<file path="config.mk">
export PLATFORM = sky130hd
export DESIGN_NAME = smc_top
export DESIGN_NICKNAME = d
export VERILOG_FILES = /design/src/rtl/smc_pkg.sv /design/src/rtl/smc_cfg_regs.sv /design/src/rtl/smc_xfer.sv /design/src/rtl/smc_top.sv
export SDC_FILE = /design/constraint.sdc
export NUM_CORES = 1
export LEC_CHECK = 0
export BUFFER_PORTS_ARGS = -buffer_cell sky130_fd_sc_hd__buf_2
export CAP_MARGIN = 20
export CORE_ASPECT_RATIO = 0.5
export CORE_UTILIZATION = 45
export DETAILED_ROUTE_END_ITERATION = 16
export PLACE_DENSITY = 0.76
export SKIP_LAST_GASP = 1
export SLEW_MARGIN = 0
export SYNTH_ARGS = -nofsm -noshare
export SYNTH_HDL_FRONTEND = slang
export SYNTH_SLANG_ARGS = --single-unit
export TNS_END_PERCENT = 30
</file>
<file path="constraint.sdc">
create_clock -name clk -period 2.8 [get_ports clk]
set_input_delay 0.14 -clock clk [delete_from_list [all_inputs] [get_ports clk]]
set_output_delay 0.14 -clock clk [all_outputs]
set_load 0.05 [all_outputs]
</file>
<file path="src/rtl/smc_pkg.sv">
package smc_pkg;

  typedef struct packed {
    logic [3:0] len_code;
    logic       sync_mode;
    logic       wr_allow;
    logic [1:0] width;
  } smc_cfg_t;

  typedef enum logic [1:0] {
    ST_IDLE  = 2'd0,
    ST_SETUP = 2'd1,
    ST_XFER  = 2'd2,
    ST_FAULT = 2'd3
  } smc_state_e;

  localparam logic [15:0] GUARD_KEY   = 16'hA05F;
  localparam logic [7:0]  CFG0_RESET  = 8'hF2;
  localparam int          MAX_CYCLES  = 16;
  localparam int          LEN_BIAS    = 2;

endpackage

</file>
<file path="src/rtl/smc_cfg_regs.sv">
module smc_cfg_regs
  import smc_pkg::*;
#(
  parameter int NUM_CS = 4,
  parameter int RAW    = 6,
  parameter int RDW    = 16
) (
  input  logic           clk,
  input  logic           rst_n,
  input  logic [RAW-1:0] reg_addr,
  input  logic [RDW-1:0] reg_wdata,
  input  logic           reg_we,
  output logic [RDW-1:0] reg_rdata,
  output smc_cfg_t       cfg_o [NUM_CS]
);

  localparam logic [RAW-1:0] GUARD_OFS = RAW'(32);

  smc_cfg_t cfg_q [NUM_CS];
  smc_cfg_t cfg_d [NUM_CS];
  logic     cfg_en [NUM_CS];
  logic     lock_q;
  logic     lock_d;
  logic     lock_en;

  // next-state logic
  always_comb begin
    lock_en = reg_we && (reg_addr == GUARD_OFS);
    lock_d  = (reg_wdata != GUARD_KEY);
    for (int i = 0; i < NUM_CS; i++) begin
      cfg_en[i] = reg_we && !lock_q && (reg_addr == RAW'(4 * i));
      cfg_d[i]  = smc_cfg_t'(reg_wdata[7:0]);
    end
  end

  always_ff @(posedge clk or negedge rst_n) begin
    if (!rst_n) begin
      lock_q <= 1'b1;
    end else if (lock_en) begin
      lock_q <= lock_d;
    end
  end

  for (genvar g = 0; g < NUM_CS; g++) begin : g_cfg
    if (g == 0) begin : g_boot
      always_ff @(posedge clk or negedge rst_n) begin
        if (!rst_n) begin
          cfg_q[g] <= smc_cfg_t'(CFG0_RESET);
        end else if (cfg_en[g]) begin
          cfg_q[g] <= cfg_d[g];
        end
      end
    end else begin : g_plain
      always_ff @(posedge clk or negedge rst_n) begin
        if (!rst_n) begin
          cfg_q[g] <= '0;
        end else if (cfg_en[g]) begin
          cfg_q[g] <= cfg_d[g];
        end
      end
    end

    AST_LOCKED_HOLD: assert property (@(posedge clk) disable iff (!rst_n)
      (reg_we && lock_q) |=> $stable(cfg_q[g]));

    assign cfg_o[g] = cfg_q[g];
  end

  // read mux
  always_comb begin
    reg_rdata = '0;
    for (int i = 0; i < NUM_CS; i++) begin
      if (reg_addr == RAW'(4 * i)) begin
        reg_rdata = RDW'(cfg_q[i]);
      end
    end
    if (reg_addr == GUARD_OFS) begin
      reg_rdata = RDW'(lock_q);
    end
  end

  AST_KEY_OPENS: assert property (@(posedge clk) disable iff (!rst_n)
    (reg_we && reg_addr == GUARD_OFS && reg_wdata == GUARD_KEY) |=> !lock_q);

  AST_OTHER_CLOSES: assert property (@(posedge clk) disable iff (!rst_n)
    (reg_we && reg_addr == GUARD_OFS && reg_wdata != GUARD_KEY) |=> lock_q);

endmodule

</file>
<file path="src/rtl/smc_xfer.sv">
module smc_xfer
  import smc_pkg::*;
#(
  parameter int NUM_CS = 4,
  parameter int AW     = 24,
  parameter int DW     = 32
) (
  input  logic                      clk,
  input  logic                      rst_n,
  input  smc_cfg_t                  cfg_i [NUM_CS],
  input  logic                      req_valid,
  input  logic [$clog2(NUM_CS)-1:0] req_cs,
  input  logic                      req_write,
  input  logic [AW-1:0]             req_addr,
  input  logic [DW-1:0]             req_wdata,
  output logic                      req_busy,
  output logic                      req_ready,
  output logic                      req_err,
  output logic [1:0]                acc_width,
  output logic [NUM_CS-1:0]         mem_cs_n,
  output logic                      mem_oe_n,
  output logic                      mem_we_n,
  output logic [AW-1:0]             mem_addr,
  output logic [DW-1:0]             mem_wdata,
  output logic [DW/8-1:0]           mem_be
);

  localparam int CSW   = $clog2(NUM_CS);
  localparam int LANES = DW / 8;
  localparam int OFSW  = $clog2(LANES);
  localparam int CNTW  = $clog2(MAX_CYCLES);

  smc_state_e      state_q, state_d;
  logic [CNTW-1:0] cnt_q, cnt_d;
  logic            cnt_en;
  logic            cap_en;
  logic [CSW-1:0]  cs_q;
  logic            wr_q;
  logic [AW-1:0]   addr_q;
  logic [DW-1:0]   wdata_q;
  logic [1:0]      width_q;
  smc_cfg_t        cfg_sel;
  logic [CNTW-1:0] last_idx;
  logic            active;
  logic            strobe;

  function automatic logic [LANES-1:0] lane_mask(logic [1:0] w, logic [OFSW-1:0] ofs);
    logic [OFSW-1:0] pair;
    pair = ofs;
    pair[0] = 1'b0;
    case (w)
      2'b00:   return LANES'(1) << ofs;
      2'b01:   return LANES'(3) << pair;
      default: return '1;
    endcase
  endfunction

  // next-state logic
  always_comb begin
    cfg_sel = cfg_i[req_cs];
    if (cfg_sel.len_code >= 4'(MAX_CYCLES - LEN_BIAS)) begin
      last_idx = CNTW'(MAX_CYCLES - 1);
    end else begin
      last_idx = CNTW'(cfg_sel.len_code) + CNTW'(LEN_BIAS - 1);
    end

    state_d = state_q;
    cnt_d   = cnt_q;
    cap_en  = 1'b0;
    cnt_en  = 1'b0;
    case (state_q)
      ST_IDLE: begin
        if (req_valid) begin
          cap_en = 1'b1;
          cnt_en = 1'b1;
          cnt_d  = last_idx;
          if (req_write && !cfg_sel.wr_allow) begin
            state_d = ST_FAULT;
          end else if (cfg_sel.sync_mode) begin
            state_d = ST_XFER;
          end else begin
            state_d = ST_SETUP;
          end
        end
      end
      ST_SETUP: state_d = ST_XFER;
      ST_XFER: begin
        if (cnt_q == '0) begin
          state_d = ST_IDLE;
        end else begin
          cnt_en = 1'b1;
          cnt_d  = cnt_q - 1'b1;
        end
      end
      default: state_d = ST_IDLE;
    endcase
  end

  always_ff @(posedge clk or negedge rst_n) begin
    if (!rst_n) begin
      state_q <= ST_IDLE;
    end else begin
      state_q <= state_d;
    end
  end

  always_ff @(posedge clk or negedge rst_n) begin
    if (!rst_n) begin
      cnt_q <= '0;
    end else if (cnt_en) begin
      cnt_q <= cnt_d;
    end
  end

  always_ff @(posedge clk or negedge rst_n) begin
    if (!rst_n) begin
      cs_q    <= '0;
      wr_q    <= 1'b0;
      addr_q  <= '0;
      wdata_q <= '0;
      width_q <= 2'b00;
    end else if (cap_en) begin
      cs_q    <= req_cs;
      wr_q    <= req_write;
      addr_q  <= req_addr;
      wdata_q <= req_wdata;
      width_q <= cfg_sel.width;
    end
  end

  // output decode
  always_comb begin
    active    = (state_q == ST_SETUP) || (state_q == ST_XFER);
    strobe    = (state_q == ST_XFER);
    mem_cs_n  = active ? ~(NUM_CS'(1) << cs_q) : '1;
    mem_oe_n  = !(strobe && !wr_q);
    mem_we_n  = !(strobe && wr_q);
    req_ready = (strobe && cnt_q == '0) || (state_q == ST_FAULT);
    req_err   = (state_q == ST_FAULT);
    req_busy  = (state_q != ST_IDLE);
    acc_width = (width_q == 2'b11) ? 2'b10 : width_q;
    mem_be    = active ? lane_mask(width_q, addr_q[OFSW-1:0]) : '0;
    mem_addr  = addr_q;
    mem_wdata = wdata_q;
  end

  AST_ONE_CS: assert property (@(posedge clk) disable iff (!rst_n)
    $onehot0(~mem_cs_n));

  AST_OE_WE_EXCL: assert property (@(posedge clk) disable iff (!rst_n)
    !(!mem_oe_n && !mem_we_n));

  AST_STROBE_IN_CS: assert property (@(posedge clk) disable iff (!rst_n)
    (!mem_oe_n || !mem_we_n) |-> !(&mem_cs_n));

  AST_CS_HELD: assert property (@(posedge clk) disable iff (!rst_n)
    (!(&mem_cs_n) && !req_ready) |=> $stable(mem_cs_n));

  AST_READY_PULSE: assert property (@(posedge clk) disable iff (!rst_n)
    req_ready |=> !req_ready);

  AST_FAULT_QUIET: assert property (@(posedge clk) disable iff (!rst_n)
    req_err |-> (mem_we_n && (&mem_cs_n) && req_ready));

  AST_SETUP_QUIET: assert property (@(posedge clk) disable iff (!rst_n)
    (!(&mem_cs_n) && !$past(req_busy)) |-> (mem_oe_n && mem_we_n) || $past(cfg_sel.sync_mode));

endmodule

</file>
<file path="src/rtl/smc_top.sv">
module smc_top
  import smc_pkg::*;
#(
  parameter int NUM_CS = 4,
  parameter int RAW    = 6,
  parameter int RDW    = 16,
  parameter int AW     = 24,
  parameter int DW     = 32
) (
  input  logic                      clk,
  input  logic                      rst_ni,
  input  logic [RAW-1:0]            reg_addr,
  input  logic [RDW-1:0]            reg_wdata,
  input  logic                      reg_we,
  output logic [RDW-1:0]            reg_rdata,
  input  logic                      req_valid,
  input  logic [$clog2(NUM_CS)-1:0] req_cs,
  input  logic                      req_write,
  input  logic [AW-1:0]             req_addr,
  input  logic [DW-1:0]             req_wdata,
  output logic                      req_busy,
  output logic                      req_ready,
  output logic                      req_err,
  output logic [1:0]                acc_width,
  output logic [NUM_CS-1:0]         mem_cs_n,
  output logic                      mem_oe_n,
  output logic                      mem_we_n,
  output logic [AW-1:0]             mem_addr,
  output logic [DW-1:0]             mem_wdata,
  output logic [DW/8-1:0]           mem_be
);

  logic [1:0] rst_sync_q;
  logic       rst_n;
  smc_cfg_t   cfg [NUM_CS];

  always_ff @(posedge clk or negedge rst_ni) begin
    if (!rst_ni) begin
      rst_sync_q <= 2'b00;
    end else begin
      rst_sync_q <= {rst_sync_q[0], 1'b1};
    end
  end

  assign rst_n = rst_sync_q[1];

  smc_cfg_regs #(
    .NUM_CS (NUM_CS),
    .RAW    (RAW),
    .RDW    (RDW)
  ) u_regs (
    .clk       (clk),
    .rst_n     (rst_n),
    .reg_addr  (reg_addr),
    .reg_wdata (reg_wdata),
    .reg_we    (reg_we),
    .reg_rdata (reg_rdata),
    .cfg_o     (cfg)
  );

  smc_xfer #(
    .NUM_CS (NUM_CS),
    .AW     (AW),
    .DW     (DW)
  ) u_xfer (
    .clk       (clk),
    .rst_n     (rst_n),
    .cfg_i     (cfg),
    .req_valid (req_valid),
    .req_cs    (req_cs),
    .req_write (req_write),
    .req_addr  (req_addr),
    .req_wdata (req_wdata),
    .req_busy  (req_busy),
    .req_ready (req_ready),
    .req_err   (req_err),
    .acc_width (acc_width),
    .mem_cs_n  (mem_cs_n),
    .mem_oe_n  (mem_oe_n),
    .mem_we_n  (mem_we_n),
    .mem_addr  (mem_addr),
    .mem_wdata (mem_wdata),
    .mem_be    (mem_be)
  );

endmodule

</file>
Yosys cells after proc, flatten, opt, wreduce, memory -nomap -nowiden

Index checks and enable logic that the tools add are counted.

Output and inout port bits: 87
Input bits: 85
Word-level logic and storage cells: 97
Register bits after elaboration: 102

Reductions and logical operators: 25
Equal/unequal tests: 13
Bitwise operators: 2
Add/subtract/negate cells: 2
Shifts and indexed selects: 3
Mux-type cells: 25
Magnitude comparators: 2

Operators with widths:

| kind                                                                   | number |
|---|---|
| 16-bit two-way mux                                                     | 4 |
| 8-bit two-way mux                                                      | 3 |
| 4-bit two-way mux                                                      | 5 |
| 8-bit binary-select mux with 2-bit select                              | 1 |
| 16-bit inequality test (second input constant)                         | 1 |
| 4-bit one-hot mux with 2 select lines                                  | 2 |
| 6-bit by 4-bit equality test with 1-bit output (second input constant) | 2 |
| 1-bit logical AND                                                      | 10 |
| 2-bit two-way mux                                                      | 5 |
| 1-bit by 2-bit left shift with 4-bit output (first input constant)     | 2 |
| 2-bit equality test (second input constant)                            | 3 |
| 6-bit by 3-bit equality test with 1-bit output (second input constant) | 1 |
| 6-bit equality test (second input constant)                            | 1 |
| 6-bit zero test                                                        | 1 |
| 2-bit inequality test (second input constant)                          | 3 |
| 2-bit one-hot mux with 3 select lines                                  | 1 |
| 1-bit zero test                                                        | 5 |
| 4-bit by 1-bit adder with 4-bit output (second input constant)         | 1 |
| 2-bit by 1-bit equality test with 1-bit output (second input constant) | 2 |
| 4-bit >= comparator (second input constant)                            | 1 |
| 2-bit zero test                                                        | 2 |
| 4-bit zero test                                                        | 1 |
| 4-bit NOT                                                              | 1 |
| 4-bit AND reduction                                                    | 1 |
| 9 further kinds                                                        | 13 |

Longest topological paths before layout

Depth after elaboration: 9
Depth in mapped cells: 6
Depth with buffers taken out: 6

Cells and area by module

A second synthesis with hierarchy kept.

Cells, all modules: 359
Area, all modules: 4809.6 µm²

Modules (own cells, without submodules):

| module       | area an instance (µm²) | cells an instance | seq. area each (µm²) | times used |
|---|---|---|---|---|
| smc_xfer     | 3037.9                 | 215               | 1676.6               | 1 |
| smc_cfg_regs | 1717.9                 | 141               | 833.3                | 1 |
| smc_top      | 53.8                   | 3                 | 50.0                 | 1 |

Worst setup path before layout

Ideal clock, no wire load.

Path kind: input port to output port
Start point: in reg_addr[5]
End point: out reg_rdata[4]
Slack: 0.489 ns
Data required time: 2.660 ns
Path buffers: 1
Cell stages on the path: 5
Data arrival time: 2.171 ns
Cells stage by stage: nor4_2 -> and2_1 -> buf_4 -> o21ai_0 -> a311oi_1

Word-level cells in the longest chain between the ends: 6
Elaborated cells on any way between the ends: 10
Classes of those cells: 4 x eq/ne; 5 x mux; 1 x reduce/logical

Ends and longest elaborated chain:

| item                             | RTL line           | text |
|---|---|---|
| start, declared                  | smc_top.sv:12      | `input logic [RAW-1:0] reg_addr,` |
| 6-bit zero test                  | smc_cfg_regs.sv:73 | `if (reg_addr == RAW'(4 * i)) begin` |
| 8-bit two-way mux                | smc_cfg_regs.sv:73 |  |
| 16-bit two-way mux (3 in series) | smc_cfg_regs.sv:73 |  |
| 16-bit two-way mux (*)           | smc_cfg_regs.sv:77 | `if (reg_addr == GUARD_OFS) begin` |
| end, declared                    | smc_top.sv:15      | `output logic [RDW-1:0] reg_rdata,` |

Mark *: on every way between the ends. The rest lies on a longest branch, timed or not.

Worst setup path after layout

Start point: reg u_xfer.state_q[0]
End point: out req_ready

Word-level cells in the longest chain between the ends: 3
Elaborated cells on any way between the ends: 4
Classes of those cells: 2 x eq/ne; 2 x reduce/logical

Ends and longest elaborated chain:

| item                   | RTL line        | text |
|---|---|---|
| start, declared        | smc_xfer.sv:33  | `smc_state_e state_q, state_d;` |
| start signal, assigned | smc_xfer.sv:103 | `state_q <= state_d;` |
| 2-bit equality test    | smc_xfer.sv:134 | `strobe = (state_q == ST_XFER);` |
| 1-bit logical AND      | smc_xfer.sv:138 | `req_ready = (strobe && cnt_q == '0) \|\| (state_q == ST_FAULT);` |
| 1-bit logical OR (*)   | smc_xfer.sv:138 |  |
| end, declared          | smc_top.sv:22   | `output logic req_ready,` |

Marks and branches as above.

==> flow_summary_export.csv <==
group,metric,value,unit
outcome,status,"completed",
logic_synthesis,seq_area_frac_synth,53.6,%
die,die_h,74.8,µm
placement,io_buffers,163,
detailed_routing,viasPerCell,5.08,
die,io_pins,172,
logic_synthesis,syn-cell-area,4770,µm²
critical_path,cp_max_fo,13,
timing,rsz0062_at_grt,"false",
critical_path,reg2reg_to,"u_xfer.cnt_q[2]",
hold_path,holdCritStartpoint,"req_wdata[0]",
power_and_ir_drop,p_per_area,1240,nW/µm²
timing,finalHoldViolCount,0,
power_and_ir_drop,vdd_ir_drop_max,0.409,mV
power_and_ir_drop,p_leak,2.95,nW
critical_path,slowest_stage,"nor4bb_1",
timing,tightest_slew,733,ps
placement,gp_congestion,0.776,
placement,dp_hpwl,7.44,mm
global_route,antenna_found_initial,0,
detailed_routing,wl_met1,4.51,mm
logic_synthesis,yosysWarnings,0,
clock_network,cts-root-buf,"clkbuf_16",
critical_path,crit_chain,"inv_1 > ha_1 > nor4bb_1 > or2_2 > buf_2",
final_layout,drive_above_1_share,57.3,%
detailed_routing,routed.top_layer,"met4",
die,core_area,10200,µm²
flow_run,drv_cap,0,
timing,finalSetupViolCount,0,
global_route,track_usage,18.7,%
clock_network,tritoncts,"done",
global_route,grt_pass1_vias,3210,
final_layout,final_area,6050,µm²
final_layout,diodes,0,
logic_synthesis,synth_top_area_cell,"dfrtp_1",
placement,placed_area,5700,µm²
timing,fin_crit,2290,ps
critical_path,cp.depth,5,
logic_synthesis,synth.top_cell.area_share,50.3,%
clock_network,post_cts_resize_count,0,
logic_synthesis,synthCells,358,
logic_synthesis,synth.area.top_cells,"dfrtp_1 (50%), mux2_2 (22%), mux4_2 (3.8%)",
die,start_util,46.6,%
detailed_routing,via_count,3373,
hold_path,min_path_cells,2,
timing,maxSlewViolCount,0,
detailed_routing,met2_length,5.15,mm
die,die_w,148,µm
final_layout,fillers,847,
timing,slew_headroom,51.0,%
hold_path,whs_endpoint,"u_xfer.mem_wdata[0]",
critical_path,endpoint_kind,"primary output",
clock_network,cts.sinks,102,
timing,period_share,81.7,%
die,die_area,11000,µm²
final_layout,multi_input_area,2080,µm²
detailed_routing,drt_iter0_markers,135,
logic_synthesis,synth_area_per_cell,13.3,µm²
global_route,grt_pass1_wl,15.7,mm
detailed_routing,drc,0,
critical_path,reg2reg_setup_slack,760,ps
clock_network,htree_num_levels,3,
critical_path,slowest_delay,440,ps
global_route,grt_max_degree,53,
final_layout,seq_area,2560,µm²
critical_path,reg2reg_from,"u_xfer.state_q[0]",
global_route,grt-ovfl-total,0,
timing,skew,7.39,ps
critical_path,reg2regPathDepth,6,
timing,fmax,437,MHz
detailed_routing,wl_per_cell,15.6,µm
detailed_routing,wl_met3,569,µm
critical_path,worst-path-buf-inv,2,
clock_network,cts.reportedPaths.clkPinSlew,70,ps
clock_network,cts_inserted_buffers,9,
logic_synthesis,ys_types,47,
detailed_routing,routed_wl,10.4,mm
timing,tns,0,ps
final_layout,fin_nets,611,
detailed_routing,first_pass_iters,4,
critical_path,critPathKind,"reg2out",
critical_path,startpoint_type,"flip-flop",
critical_path,critPathArrivalTime,2150,ps
logic_synthesis,synth.ff_latch_count,102,
detailed_routing,ant_nets,0,
hold_path,min_path_type,"in2reg",
critical_path,cp_top_family,"simple AND/OR/NAND/NOR gates",
die,rows,26,
clock_network,clock_latency,340,ps
final_layout,syn2layout_area_growth,26.8,%
critical_path,required,2660,ps
clock_network,clock_path_buffers,2,
timing repair:
| action | in CTS | in global routing |
|---|---|---|
| hold buffers | 1 | 0 |
| hold endpoints to repair | 2 | 0 |
| setup buffers | 0 | 0 |
flip-flops by register name, indices dropped and copies added, names as in the netlist:
name              count
u_xfer.wr_q           1
u_xfer.state_q        2
rst_sync_q            2
u_regs.lock_q         1
u_xfer.cnt_q          4
u_xfer.mem_addr      24
u_regs.cfg_o         32
u_xfer.cs_q           2
u_xfer.mem_wdata     32
u_xfer.width_q        2
cells by family after synthesis:
group | share of synthesized area, %
compound gates | 4.93
mux | 25.9
xor+xnor | 0.184
simple gates | 9.86
fa+ha+maj | 1.83
flops | 53.6
buf+inv | 3.49
other cells | 0.157
layout make-up:
type,instances,area share (%)
clock buffers,10,3.78
clock inverters,6,1.84
inverters,9,0.558
multi-input cells,231,34.3
flip-flops and latches,102,42.3
well taps,140,2.89
repair buffers,166,14.3
worst max path at each step:
| stage | start | end | slack, ps |
|---|---|---|---|
| after floorplan | reg_addr[5] | reg_rdata[4] | 490 |
| after global placement | reg_addr[5] | reg_rdata[3] | 750 |
| after detailed placement | reg_addr[5] | reg_rdata[3] | 720 |
| after CTS | u_xfer.state_q[0] | req_ready | 500 |
| after global routing | u_xfer.state_q[0] | req_ready | 360 |
| final | u_xfer.state_q[0] | req_ready | 510 |
cell usage after synthesis, drive strengths merged:
master   number
and3b         2
o21bai        1
buf          13
nor3          1
a222oi        1
inv           9
a311oi        7
o221ai        1
nor2b         4
xnor2         1
a221o         1
nor4b         2
nand4         2
nor4          3
or2           2
nor4bb        2
a211o         1
nand2        25
a2bb2oi       1
ha            7
and4          1
conb          2
a21oi         4
dfrtp        96
mux2i         1
o22ai         2
nor3b         3
nor2         15
or3b          2
nand3b        3
nand3         5
dfstp         6
o21a          3
and2          2
mux4          8
nand2b        3
mux2         93
o21ai        13
clkbuf       10
through the flow:
stage	setup slack, ps	instances	hold slack, ps	utilization (%)	total power [W]
after floorplan	489	365	-156	-	0.00533
after global placement	750	647	-74.7	55.7	0.00608
after detailed placement	720	647	-73.6	55.7	0.00617
after CTS	502	664	11.4	59.1	0.00760
after global routing	356	664	13.7	59.1	0.00790
final	512	664	25.1	59.1	0.00752
power breakdown:
part	internal [W]	switching (W)	total (W)
Combinational	0.00112	0.00263	0.00375
Clock	0.000873	0.000531	0.00140
Sequential	0.00204	0.000322	0.00236
cell usage in the layout, fill, tap and decap left out, types with 2 or more instances in the layout:
cell / instances
mux2_2: 93
and2_1: 2
bufinv_16: 3
nor3b_1: 2
o21a_1: 3
inv_1: 9
buf_2: 163
nor2_1: 15
nor4_2: 2
conb_1: 9
nor2b_1: 4
a21oi_1: 4
nand4_1: 2
o21ai_0: 13
buf_12: 2
nand2_1: 22
a311oi_1: 7
nand2_4: 2
dfrtp_1: 95
nor4b_1: 2
nand3_1: 4
or3b_2: 2
nor4bb_1: 2
mux4_2: 8
nand3b_1: 2
nand2b_1: 3
o22ai_1: 2
clkbuf_16: 9
and3b_1: 2
ha_1: 7
or2_2: 2
dfstp_2: 6
routing by layer:
layer  vias to the layer above  track usage [%]
met5                         -                0
li1                       1603                -
met3                        11             5.03
met1                      1649             23.6
met4                         0             5.61
met2                       110             32.3
(Power assumes the default switching activity.)
